File: src/rtl/nps_pkg.sv
package nps_pkg;

    typedef enum logic [3:0] {
        ST_IDLE,
        ST_CMD_PROG,
        ST_ADDR,
        ST_DATA,
        ST_CMD_CONF,
        ST_WAIT_RDY,
        ST_CMD_STAT,
        ST_READ_STAT,
        ST_FINISH
    } seq_state_t;

    typedef enum logic [1:0] {
        PH_IDLE,
        PH_LOW,
        PH_HIGH
    } strobe_phase_t;

    localparam logic [7:0] OP_PROG_SETUP   = 8'h80;
    localparam logic [7:0] OP_PROG_CONFIRM = 8'h10;
    localparam logic [7:0] OP_READ_STATUS  = 8'h70;

    localparam int COL_W      = 16;
    localparam int ROW_W      = 24;
    localparam int ADDR_BYTES = (COL_W + ROW_W) / 8;

endpackage

File: src/rtl/nps_strobe.sv
module nps_strobe #(
    parameter int LOW_CYC  = 2,
    parameter int HIGH_CYC = 2
) (
    input  logic clk,
    input  logic rst_n,
    input  logic go_i,
    output logic idle_o,
    output logic low_o,
    output logic sample_o,
    output logic done_o
);
    import nps_pkg::*;

    localparam int MAXC = (LOW_CYC > HIGH_CYC) ? LOW_CYC : HIGH_CYC;
    localparam int CW   = (MAXC > 1) ? $clog2(MAXC) : 1;
    localparam logic [CW-1:0] LOW_LAST  = CW'(LOW_CYC - 1);
    localparam logic [CW-1:0] HIGH_LAST = CW'(HIGH_CYC - 1);

    strobe_phase_t phase_q;
    logic [CW-1:0] cnt_q;

    always_ff @(posedge clk or negedge rst_n) begin
        if (!rst_n) begin
            phase_q <= PH_IDLE;
            cnt_q   <= '0;
        end else begin
            unique case (phase_q)
                PH_IDLE: begin
                    if (go_i) begin
                        phase_q <= PH_LOW;
                        cnt_q   <= LOW_LAST;
                    end
                end
                PH_LOW: begin
                    if (cnt_q == '0) begin
                        phase_q <= PH_HIGH;
                        cnt_q   <= HIGH_LAST;
                    end else begin
                        cnt_q <= cnt_q - 1'b1;
                    end
                end
                PH_HIGH: begin
                    if (cnt_q == '0) begin
                        phase_q <= PH_IDLE;
                    end else begin
                        cnt_q <= cnt_q - 1'b1;
                    end
                end
                default: phase_q <= PH_IDLE;
            endcase
        end
    end

    always_comb begin
        idle_o   = (phase_q == PH_IDLE);
        low_o    = (phase_q == PH_LOW);
        sample_o = (phase_q == PH_LOW)  && (cnt_q == '0);
        done_o   = (phase_q == PH_HIGH) && (cnt_q == '0);
    end


    go_when_idle_chk: assert property (@(posedge clk) disable iff (!rst_n)
        go_i |-> idle_o);


    low_count_bound_chk: assert property (@(posedge clk) disable iff (!rst_n)
        low_o |-> (cnt_q <= LOW_LAST));


    high_follows_low_chk: assert property (@(posedge clk) disable iff (!rst_n)
        sample_o |=> (phase_q == PH_HIGH));

endmodule

File: src/rtl/nps_addr_sel.sv
module nps_addr_sel #(
    parameter int COL_W = 16,
    parameter int ROW_W = 24
) (
    input  logic [COL_W-1:0] col_i,
    input  logic [ROW_W-1:0] row_i,
    input  logic [2:0]       idx_i,
    output logic [7:0]       byte_o
);
    localparam int NB = (COL_W + ROW_W) / 8;

    logic [COL_W+ROW_W-1:0] addr_all;
    logic [7:0]             bytes [NB];

    assign addr_all = {row_i, col_i};

    for (genvar g = 0; g < NB; g++) begin : g_byte
        assign bytes[g] = addr_all[g*8 +: 8];
    end

    always_comb begin
        byte_o = 8'h00;
        for (int i = 0; i < NB; i++) begin
            if (idx_i == 3'(i)) byte_o = bytes[i];
        end
    end


    idx_range_chk: assert final (32'(idx_i) < NB);

endmodule

File: src/rtl/nps_rdy_wait.sv
module nps_rdy_wait #(
    parameter int TIMEOUT_CYC = 4096
) (
    input  logic clk,
    input  logic rst_n,
    input  logic arm_i,
    input  logic rdy_async_i,
    output logic rise_o,
    output logic expired_o
);
    localparam int TW = $clog2(TIMEOUT_CYC + 1);
    localparam logic [TW-1:0] T_LAST = TW'(TIMEOUT_CYC - 1);

    logic          sync1_q, sync2_q, prev_q;
    logic [TW-1:0] cnt_q;

    always_ff @(posedge clk or negedge rst_n) begin
        if (!rst_n) begin
            sync1_q <= 1'b1;
            sync2_q <= 1'b1;
            prev_q  <= 1'b1;
        end else begin
            sync1_q <= rdy_async_i;
            sync2_q <= sync1_q;
            prev_q  <= sync2_q;
        end
    end

    always_ff @(posedge clk or negedge rst_n) begin
        if (!rst_n) begin
            cnt_q <= '0;
        end else if (!arm_i) begin
            cnt_q <= '0;
        end else if (cnt_q != T_LAST) begin
            cnt_q <= cnt_q + 1'b1;
        end
    end

    always_comb begin
        rise_o    = arm_i && sync2_q && !prev_q;
        expired_o = arm_i && (cnt_q == T_LAST) && !rise_o;
    end


    wait_count_bound_chk: assert property (@(posedge clk) disable iff (!rst_n)
        cnt_q <= T_LAST);


    rise_needs_low_chk: assert property (@(posedge clk) disable iff (!rst_n)
        rise_o |-> !prev_q);

endmodule

File: src/rtl/nand_page_programmer.sv
module nand_page_programmer #(
    parameter int DW          = 8,
    parameter int PAGE_BEATS  = 8,
    parameter int LOW_CYC     = 2,
    parameter int HIGH_CYC    = 2,
    parameter int TIMEOUT_CYC = 4096
) (
    input  logic          clk,
    input  logic          rst_n,
    input  logic          start_i,
    input  logic [15:0]   col_addr_i,
    input  logic [23:0]   row_addr_i,
    input  logic [DW-1:0] wr_data_i,
    input  logic          wr_valid_i,
    output logic          wr_ready_o,
    output logic          busy_o,
    output logic          done_o,
    output logic [7:0]    status_o,
    output logic          fail_o,
    output logic          timeout_o,
    output logic          flash_cs_n,
    output logic          flash_cmd_latch,
    output logic          flash_addr_latch,
    output logic          flash_wr_n,
    output logic          flash_rd_n,
    output logic          flash_wprot_n,
    input  logic          flash_ready,
    output logic [DW-1:0] flash_dq_o,
    output logic          flash_dq_oe,
    input  logic [DW-1:0] flash_dq_i
);
    import nps_pkg::*;

    localparam int BW = (PAGE_BEATS > 1) ? $clog2(PAGE_BEATS) : 1;
    localparam logic [BW-1:0] BEAT_LAST = BW'(PAGE_BEATS - 1);
    localparam logic [2:0]    ADDR_LAST = 3'(ADDR_BYTES - 1);

    seq_state_t    state_q, state_d;
    logic [2:0]    idx_q;
    logic [BW-1:0] beat_q;
    logic [15:0]   col_q;
    logic [23:0]   row_q;
    logic [DW-1:0] dq_q;
    logic [7:0]    status_q;
    logic          tmo_q;

    logic stb_go, stb_idle, stb_low, stb_sample, stb_done;
    logic rdy_rise, rdy_expired;
    logic issue, launch;
    logic [7:0] addr_byte;

    nps_strobe #(.LOW_CYC(LOW_CYC), .HIGH_CYC(HIGH_CYC)) u_strobe (
        .clk      (clk),
        .rst_n    (rst_n),
        .go_i     (stb_go),
        .idle_o   (stb_idle),
        .low_o    (stb_low),
        .sample_o (stb_sample),
        .done_o   (stb_done)
    );

    nps_rdy_wait #(.TIMEOUT_CYC(TIMEOUT_CYC)) u_rdy (
        .clk         (clk),
        .rst_n       (rst_n),
        .arm_i       (state_q == ST_WAIT_RDY),
        .rdy_async_i (flash_ready),
        .rise_o      (rdy_rise),
        .expired_o   (rdy_expired)
    );

    nps_addr_sel #(.COL_W(COL_W), .ROW_W(ROW_W)) u_addr (
        .col_i  (col_q),
        .row_i  (row_q),
        .idx_i  (idx_q),
        .byte_o (addr_byte)
    );

    if (DW > 8) begin : g_wide
        logic unused_dq_hi;
        assign unused_dq_hi = ^flash_dq_i[DW-1:8];
    end

    always_comb begin
        issue = (state_q == ST_CMD_PROG) || (state_q == ST_ADDR) ||
                (state_q == ST_DATA)     || (state_q == ST_CMD_CONF) ||
                (state_q == ST_CMD_STAT) || (state_q == ST_READ_STAT);
        launch = issue && stb_idle && ((state_q != ST_DATA) || wr_valid_i);
        stb_go = launch;
    end

    // state register
    always_ff @(posedge clk or negedge rst_n) begin
        if (!rst_n) state_q <= ST_IDLE;
        else        state_q <= state_d;
    end

    // next state
    always_comb begin
        state_d = state_q;
        unique case (state_q)
            ST_IDLE:      if (start_i) state_d = ST_CMD_PROG;
            ST_CMD_PROG:  if (stb_done) state_d = ST_ADDR;
            ST_ADDR:      if (stb_done && idx_q == ADDR_LAST) state_d = ST_DATA;
            ST_DATA:      if (stb_done && beat_q == BEAT_LAST) state_d = ST_CMD_CONF;
            ST_CMD_CONF:  if (stb_done) state_d = ST_WAIT_RDY;
            ST_WAIT_RDY: begin
                if (rdy_rise)         state_d = ST_CMD_STAT;
                else if (rdy_expired) state_d = ST_FINISH;
            end
            ST_CMD_STAT:  if (stb_done) state_d = ST_READ_STAT;
            ST_READ_STAT: if (stb_done) state_d = ST_FINISH;
            ST_FINISH:    state_d = ST_IDLE;
            default:      state_d = ST_IDLE;
        endcase
    end

    // datapath registers
    always_ff @(posedge clk or negedge rst_n) begin
        if (!rst_n) begin
            idx_q    <= '0;
            beat_q   <= '0;
            col_q    <= '0;
            row_q    <= '0;
            dq_q     <= '0;
            status_q <= '0;
            tmo_q    <= 1'b0;
        end else begin
            if (state_q == ST_IDLE && start_i) begin
                col_q    <= col_addr_i;
                row_q    <= row_addr_i;
                idx_q    <= '0;
                beat_q   <= '0;
                status_q <= '0;
                tmo_q    <= 1'b0;
            end
            if (launch) begin
                unique case (state_q)
                    ST_CMD_PROG: dq_q <= DW'(OP_PROG_SETUP);
                    ST_ADDR:     dq_q <= DW'(addr_byte);
                    ST_DATA:     dq_q <= wr_data_i;
                    ST_CMD_CONF: dq_q <= DW'(OP_PROG_CONFIRM);
                    ST_CMD_STAT: dq_q <= DW'(OP_READ_STATUS);
                    default:     dq_q <= '0;
                endcase
            end
            if (stb_done && state_q == ST_ADDR && idx_q != ADDR_LAST)
                idx_q <= idx_q + 1'b1;
            if (stb_done && state_q == ST_DATA && beat_q != BEAT_LAST)
                beat_q <= beat_q + 1'b1;
            if (stb_sample && state_q == ST_READ_STAT)
                status_q <= flash_dq_i[7:0];
            if (state_q == ST_WAIT_RDY && rdy_expired)
                tmo_q <= 1'b1;
        end
    end

    // outputs
    always_comb begin
        busy_o           = (state_q != ST_IDLE);
        done_o           = (state_q == ST_FINISH);
        flash_cs_n       = (state_q == ST_IDLE) || (state_q == ST_FINISH);
        flash_cmd_latch  = (state_q == ST_CMD_PROG) || (state_q == ST_CMD_CONF) ||
                           (state_q == ST_CMD_STAT);
        flash_addr_latch = (state_q == ST_ADDR);
        flash_wr_n       = !(stb_low && state_q != ST_READ_STAT);
        flash_rd_n       = !(stb_low && state_q == ST_READ_STAT);
        flash_dq_oe      = issue && (state_q != ST_READ_STAT);
        flash_dq_o       = dq_q;
        flash_wprot_n    = (state_q != ST_IDLE);
        wr_ready_o       = launch && (state_q == ST_DATA);
        status_o         = status_q;
        fail_o           = status_q[0];
        timeout_o        = tmo_q;
    end


    latch_exclusive_chk: assert property (@(posedge clk) disable iff (!rst_n)
        !(flash_cmd_latch && flash_addr_latch));


    strobe_needs_cs_chk: assert property (@(posedge clk) disable iff (!rst_n)
        (!flash_wr_n || !flash_rd_n) |-> !flash_cs_n);


    wprot_busy_chk: assert property (@(posedge clk) disable iff (!rst_n)
        busy_o |-> flash_wprot_n);


    read_bus_release_chk: assert property (@(posedge clk) disable iff (!rst_n)
        !flash_rd_n |-> !flash_dq_oe);


    start_ignored_chk: assert property (@(posedge clk) disable iff (!rst_n)
        (busy_o && start_i) |=> ($stable(col_q) && $stable(row_q)));


    done_pulse_chk: assert property (@(posedge clk) disable iff (!rst_n)
        done_o |=> !done_o);


    ready_needs_valid_chk: assert property (@(posedge clk) disable iff (!rst_n)
        wr_ready_o |-> wr_valid_i);

endmodule

File: config.mk
export PLATFORM = sky130hd
export DESIGN_NAME = nand_page_programmer
export DESIGN_NICKNAME = d
export VERILOG_FILES = /design/src/rtl/nps_pkg.sv /design/src/rtl/nps_strobe.sv /design/src/rtl/nps_addr_sel.sv /design/src/rtl/nps_rdy_wait.sv /design/src/rtl/nand_page_programmer.sv
export SDC_FILE = /design/constraint.sdc
export NUM_CORES = 1
export LEC_CHECK = 0
export ABC_CLOCK_PERIOD_IN_PS = 2300
export BUFFER_PORTS_ARGS = -buffer_cell sky130_fd_sc_hd__buf_4
export CAP_MARGIN = 20
export CORE_UTILIZATION = 35
export CTS_CLUSTER_DIAMETER = 30
export DETAILED_ROUTE_END_ITERATION = 10
export PLACE_DENSITY = 0.55
export SETUP_SLACK_MARGIN = 0.1
export SYNTH_ARGS = -nofsm -noshare
export SYNTH_HDL_FRONTEND = slang
export SYNTH_SLANG_ARGS = --single-unit
File: constraint.sdc
create_clock -name clk -period 2.3 [get_ports clk]
set_clock_uncertainty 0.15 [all_clocks]
set_input_delay 0.345 -clock clk [delete_from_list [all_inputs] [get_ports clk]]
set_output_delay 0.345 -clock clk [all_outputs]
set_load 0.01 [all_outputs]
# --- Word-level counts from Yosys, hierarchy flattened ---
# Cells that the tools add are included.
totals:
  regBits: 86
  input_bits: 61
  out_inout_bits: 28
  word_cells: 131
classes:
  n_reduce_logical: 46
  n_bitwise: 1
  mux: 33
  n_eq_ne: 33
  addsub: 4
op_table:
  columns: ["operator", "n"]
  rows:
  - ["$mux W8", 7]
  - ["$pmux W8 S5", 1]
  - ["$mux W4", 9]
  - ["$pmux W4 S8", 1]
  - ["$mux W13", 2]
  - ["$logic_and A1 B1 Y1", 21]
  - ["$ne A2 B2 Y1 const B", 9]
  - ["$eq A4 B3 Y1 const B", 4]
  - ["$add A13 B1 Y13 const B", 1]
  - ["$eq A13 B12 Y1 const B", 1]
  - ["$ne A13 B12 Y1 const B", 1]
  - ["$logic_or A1 B1 Y1", 9]
  - ["$mux W3", 3]
  - ["$ne A3 B3 Y1 const B", 3]
  - ["$eq A4 B2 Y1 const B", 2]
  - ["$reduce_and A8 Y1", 1]
  - ["$reduce_bool A2 Y1", 4]
  - ["$add A3 B1 Y3 const B", 2]
  - ["$eq A3 B2 Y1 const B", 2]
  - ["$eq A3 B3 Y1 const B", 2]
  - ["$mux W2", 3]
  - ["$pmux W2 S3", 1]
  - ["$mux W1", 5]
  - ["$eq A4 B1 Y1 const B", 1]
  - ["other kinds (18)", 22]

# --- Logic depth before layout (Yosys ltp) ---
depth:
  word_depth: 10
  mapped_depth: 8
  mapped_depth_nobuf: 7

# --- Modules after synthesis ---
# A second synthesis with hierarchy kept.
unflattened:
  cells_unflattened: 454
  hier_area_um2: 4326.6
modules_own_cells:
  columns: ["module", "area_each_um2", "n_inst", "cells_each", "seq_area_each_um2"]
  rows:
  - ["nand_page_programmer", 2986.6, 1, 312, 1676.6]
  - ["nps_rdy_wait", 769.5, 1, 71, 404.1]
  - ["nps_addr_sel", 404.1, 1, 56, 0.0]
  - ["nps_strobe", 166.4, 1, 15, 75.1]

# --- Worst setup path after synthesis ---
# No wires, ideal clock.
synth_timing:
  kind: "register -> register"
  start: "reg idx_q[0]"
  end: "reg idx_q[0]"
  synth_period_minus_slack_ns: 2.065
  slack_ns: 0.235
  t_required_ns: 2.022
  n_path_buf: 2
  setup_time_ns: 0.128
  stages_incl_launch_ff: 9
  t_arrival_ns: 1.787
  path_cell_list: "dfrtp_1 > inv_1 > ha_1 > clkbuf_1 > and2_0 > clkbuf_1 > or3b_2 > nand3_1 > o21ai_0"
synth_between:
  elab_chain_len: 3
  word_cells_on_any_way: 5
  classes_between: "1 x add/sub; 1 x eq/ne; 1 x mux; 2 x reduce/logical"
synth_lines:
  columns: ["element", "line", "source"]
  rows:
  - ["start: declaration", "nand_page_programmer.sv:39", "logic [2:0] idx_q;"]
  - ["start signal: assignment", "nand_page_programmer.sv:147", "idx_q <= idx_q + 1'b1;"]
  - ["parallel branches: the longest is 3 deep, another holds $add A3 B1 Y3", null, null]
# Parallel ways; which one is timed is not known.
# A chain may end at the register's enable or synchronous reset.

# --- Worst setup path in the final report ---
layout_timing:
  start: "reg beat_q[0]"
  end: "reg state_q[1]"
layout_between:
  elab_chain_len: 4
layout_lines:
  columns: ["element", "line", "source"]
  rows:
  - ["start: declaration", "nand_page_programmer.sv:40", "logic [BW-1:0] beat_q;"]
  - ["start signal: assignment", "nand_page_programmer.sv:149", "beat_q <= beat_q + 1'b1;"]
  - ["$eq A3 B3 Y1", "nand_page_programmer.sv:104", "ST_DATA: if (stb_done && beat_q == BEAT_LAST) state_d = ST_CMD_CONF;"]
  - ["$logic_and A1 B1 Y1", "nand_page_programmer.sv:104", null]
  - ["$ne A2 B2 Y1 (no line)", null, null]
  - ["$reduce_and A8 Y1 (no line)", null, null]
  - ["end signal: assignment", "nand_page_programmer.sv:94", "else state_q <= state_d;"]
  - ["end: declaration", "nand_page_programmer.sv:38", "seq_state_t state_q, state_d;"]
# Every way passes these cells.

==> run summary <==
Status - finished, violations left
Failing checks - DRC
Diodes inserted - 0
Critical path class - register to register
Final setup fails - 0
Least-Margin Pin Slew - 0.424 ns
Layout Nets - 554
1st-pass router iterations - 7
Placement Cell Area - 5110 µm²
Worst vdd ir - 556 µV
PwrDens - 1190 nW/µm²
Routed len/inst - 15.7 µm
RePlAce Congestion - 0.788
Final WS setup - 0.169 ns
Root Driver - clkbuf_16
Post-synthesis cell type count - 52
Overall power - 6.57 mW
Fillcell total - 1,106
Max Clk Rate - 0.469 GHz
IO Port Bufs - 88
Most instantiated cells after synthesis - dfrtp_1, mux2_2, o21ai_0, nand2_1, a21oi_1
Sequential area share after synthesis - 51.8%
First-pass GRT wire length - 16.6 mm
Largest net degree at the start of global routing - 49
Hold WS - 0.0811 ns
Number of global-route vias before repair - 3,242
Startpoint Class - register
RSZ-0062 raised after global routing - yes
H-tree Lvls - 3
Initial DRC Count - 118
Yosys warning total - 0
Grt total ovfl - 0
Synth Cell Area - 4160 µm²
Initial Utilization - 36.1%
Die area - 12,300 µm²
Reg2reg path depth - 7
Final core utilization - 47.8%
I/O pin count - 89
Mean number of vias per cell - 5.09
Final hold violations - 0
Multi-input gate area - 1880 µm²
Worst slew margin - 71.6%
Crit path required time - 2.43 ns
Post-Route WL - 9.93 mm
HP Class - primary input to register
Number of flops mapped to enable cells by yosys - 0
Core box area - 11,500 µm²
Share of cells above drive strength 1 - 41.3%
Num CTS Buffers - 9
Vias - 3,214
Avg Inst Size Synth - 11.1 µm²
Synth top area share - 49.9%
P_leak - 2.48 nW
Max Slew Vio Count - 0
Clock network fraction of total power - 22.5%
Most used DFF post-synth - dfrtp_1
Max-cap violation count - 0
Setup TNS - 0 ns
Syn_nets - 443
Chip Height - 111 µm
Yosys top cell by area - dfrtp_1
Design area - 5500 µm²
CTS clk-pin slew, worst paths - 0.06 ns
Crit-path max FO - 4
Critical Path End Type - register
Fin crit share - 92.7%
CTS Sinks - 86
HPWL after DPL - 7.32 mm
Area Overhead vs Synth - 32.3%
Clock Latency Late Sink - 0.34 ns
Register area - 2160 µm²
GRT Total Usage - 17.2%
Final antenna-violating net count - 0
Count leader, synth - dfrtp_1
CTS tree - built
Reg power frac - 36.8%
Switching pwr - 2.20 mW
#FFs+latches synth - 86
Int Power - 4.37 mW
Mapped Cells - 374
Worst Hold Path Cells - 2
Initial antenna violation count - 0
Critical path arrival - 2.26 ns
Period minus WS final - 2.13 ns
Die W - 111 µm
Largest cells by area after synthesis - dfrtp_1, mux2_2, o21ai_0
Post-Place Cells - 609
Combinational power share - 40.8%
Row count - 39
Final std cells w/o fill - 632
Residual DRC - 14
Clk buf depth - 2
Worst slack, placed - 0.147 ns
Proportion of total power due to net switching - 33.5%
FFs w/ async S/R, synth - 100%
cell type report:
type / instances / share of cell area, %
Timing Repair Buffer: 120 / 16.9
Multi-Input combinational cell: 255 / 34.2
Clock inverter: 3 / 0.796
Tap cell: 143 / 3.25
Inverter: 13 / 0.887
Sequential cell: 86 / 39.3
Clock buffer: 12 / 4.66
cells by family (layout without fill, tap and decap cells):
kind of cell,Yosys count,after routing,synth area share [%]
AND/OR/NAND/NOR,104,104,14.3
multiplexers,42,42,11.3
XOR/XNOR,6,6,1.26
flip-flops,86,86,51.8
adder cells (fa/ha/maj),8,8,2.41
AO/OA/AOI/OAI,95,95,15.3
buffers and inverters,33,148,3.61
path summary, 6_finish.rpt:
path	end	slack, ns	startpoint
max in group asynchronous	row_q[1]	1.17	rst_n
hold reg to reg	u_rdy.sync2_q	0.21	u_rdy.sync1_q
min in group asynchronous	u_rdy.cnt_q[6]	0.24	rst_n
setup reg to reg	state_q[1]	0.17	beat_q[0]
setup / recovery	state_q[1]	0.17	beat_q[0]
hold / removal	col_q[10]	0.08	col_addr_i[10]
what timing repair did:
action,CTS,global route
gates cloned,0,1
buffers inserted,4,1
gates resized for setup,7,5
hold buffers,2,0
endpoints found under the hold margin,57,0
setup endpoints to repair,3,14
pin swaps,1,3
registers in the layout, summed over array words and instances, names as in the netlist:
register	cells
u_rdy.sync2_q	1
u_rdy.sync1_q	1
status_o	8
beat_q	3
idx_q	3
col_q	16
row_q	24
timeout_o	1
flash_dq_o	8
u_strobe.phase_q	2
u_strobe.cnt_q	1
state_q	4
u_rdy.prev_q	1
u_rdy.cnt_q	13
routing by layer:
| metal | up-vias | global-route usage, % | part of all wire (%) |
|---|---|---|---|
| li1 | 1580 | - | - |
| met3 | 13 | 5.90 | 5.8 |
| met2 | 79 | 27.3 | 47 |
| met5 | - | 0 | 0 |
| met1 | 1542 | 22.2 | 46 |
| met4 | 0 | 5.32 | 1.3 |
worst max-delay path: stages, from the launching register on:
cell and delay (ns):
dfrtp_1 0.37, ha_1 0.16, ha_1 0.16, and3b_1 0.17, o21ai_0 0.33, o221ai_2 0.23, a2111oi_2 0.38, a21o_1 0.12
power by group through the flow:
stage	sequential (mW)	clock [mW]	combinational, mW
3_3_place_gp	2.42	0	2.52
5_1_grt	2.49	1.58	2.95
2_1_floorplan	2.32	0	1.72
3_5_place_dp	2.43	0	2.58
6_report	2.42	1.48	2.68
4_1_cts	2.41	1.52	2.66
layout by cell type, fill, tap and decap left out, types with 5 or more instances in the layout:
| cell type | n |
|---|---|
| a22o_1 | 12 |
| nor3_1 | 5 |
| nor2_1 | 18 |
| and3b_1 | 5 |
| clkbuf_16 | 9 |
| dfrtp_1 | 79 |
| mux2_2 | 41 |
| or3_1 | 5 |
| a221oi_1 | 8 |
| a21oi_1 | 21 |
| buf_4 | 114 |
| o21ai_0 | 31 |
| inv_1 | 12 |
| nand3_1 | 12 |
| ha_1 | 6 |
| nand2_1 | 27 |
No activity file was read; power rests on OpenSTA's default activity.
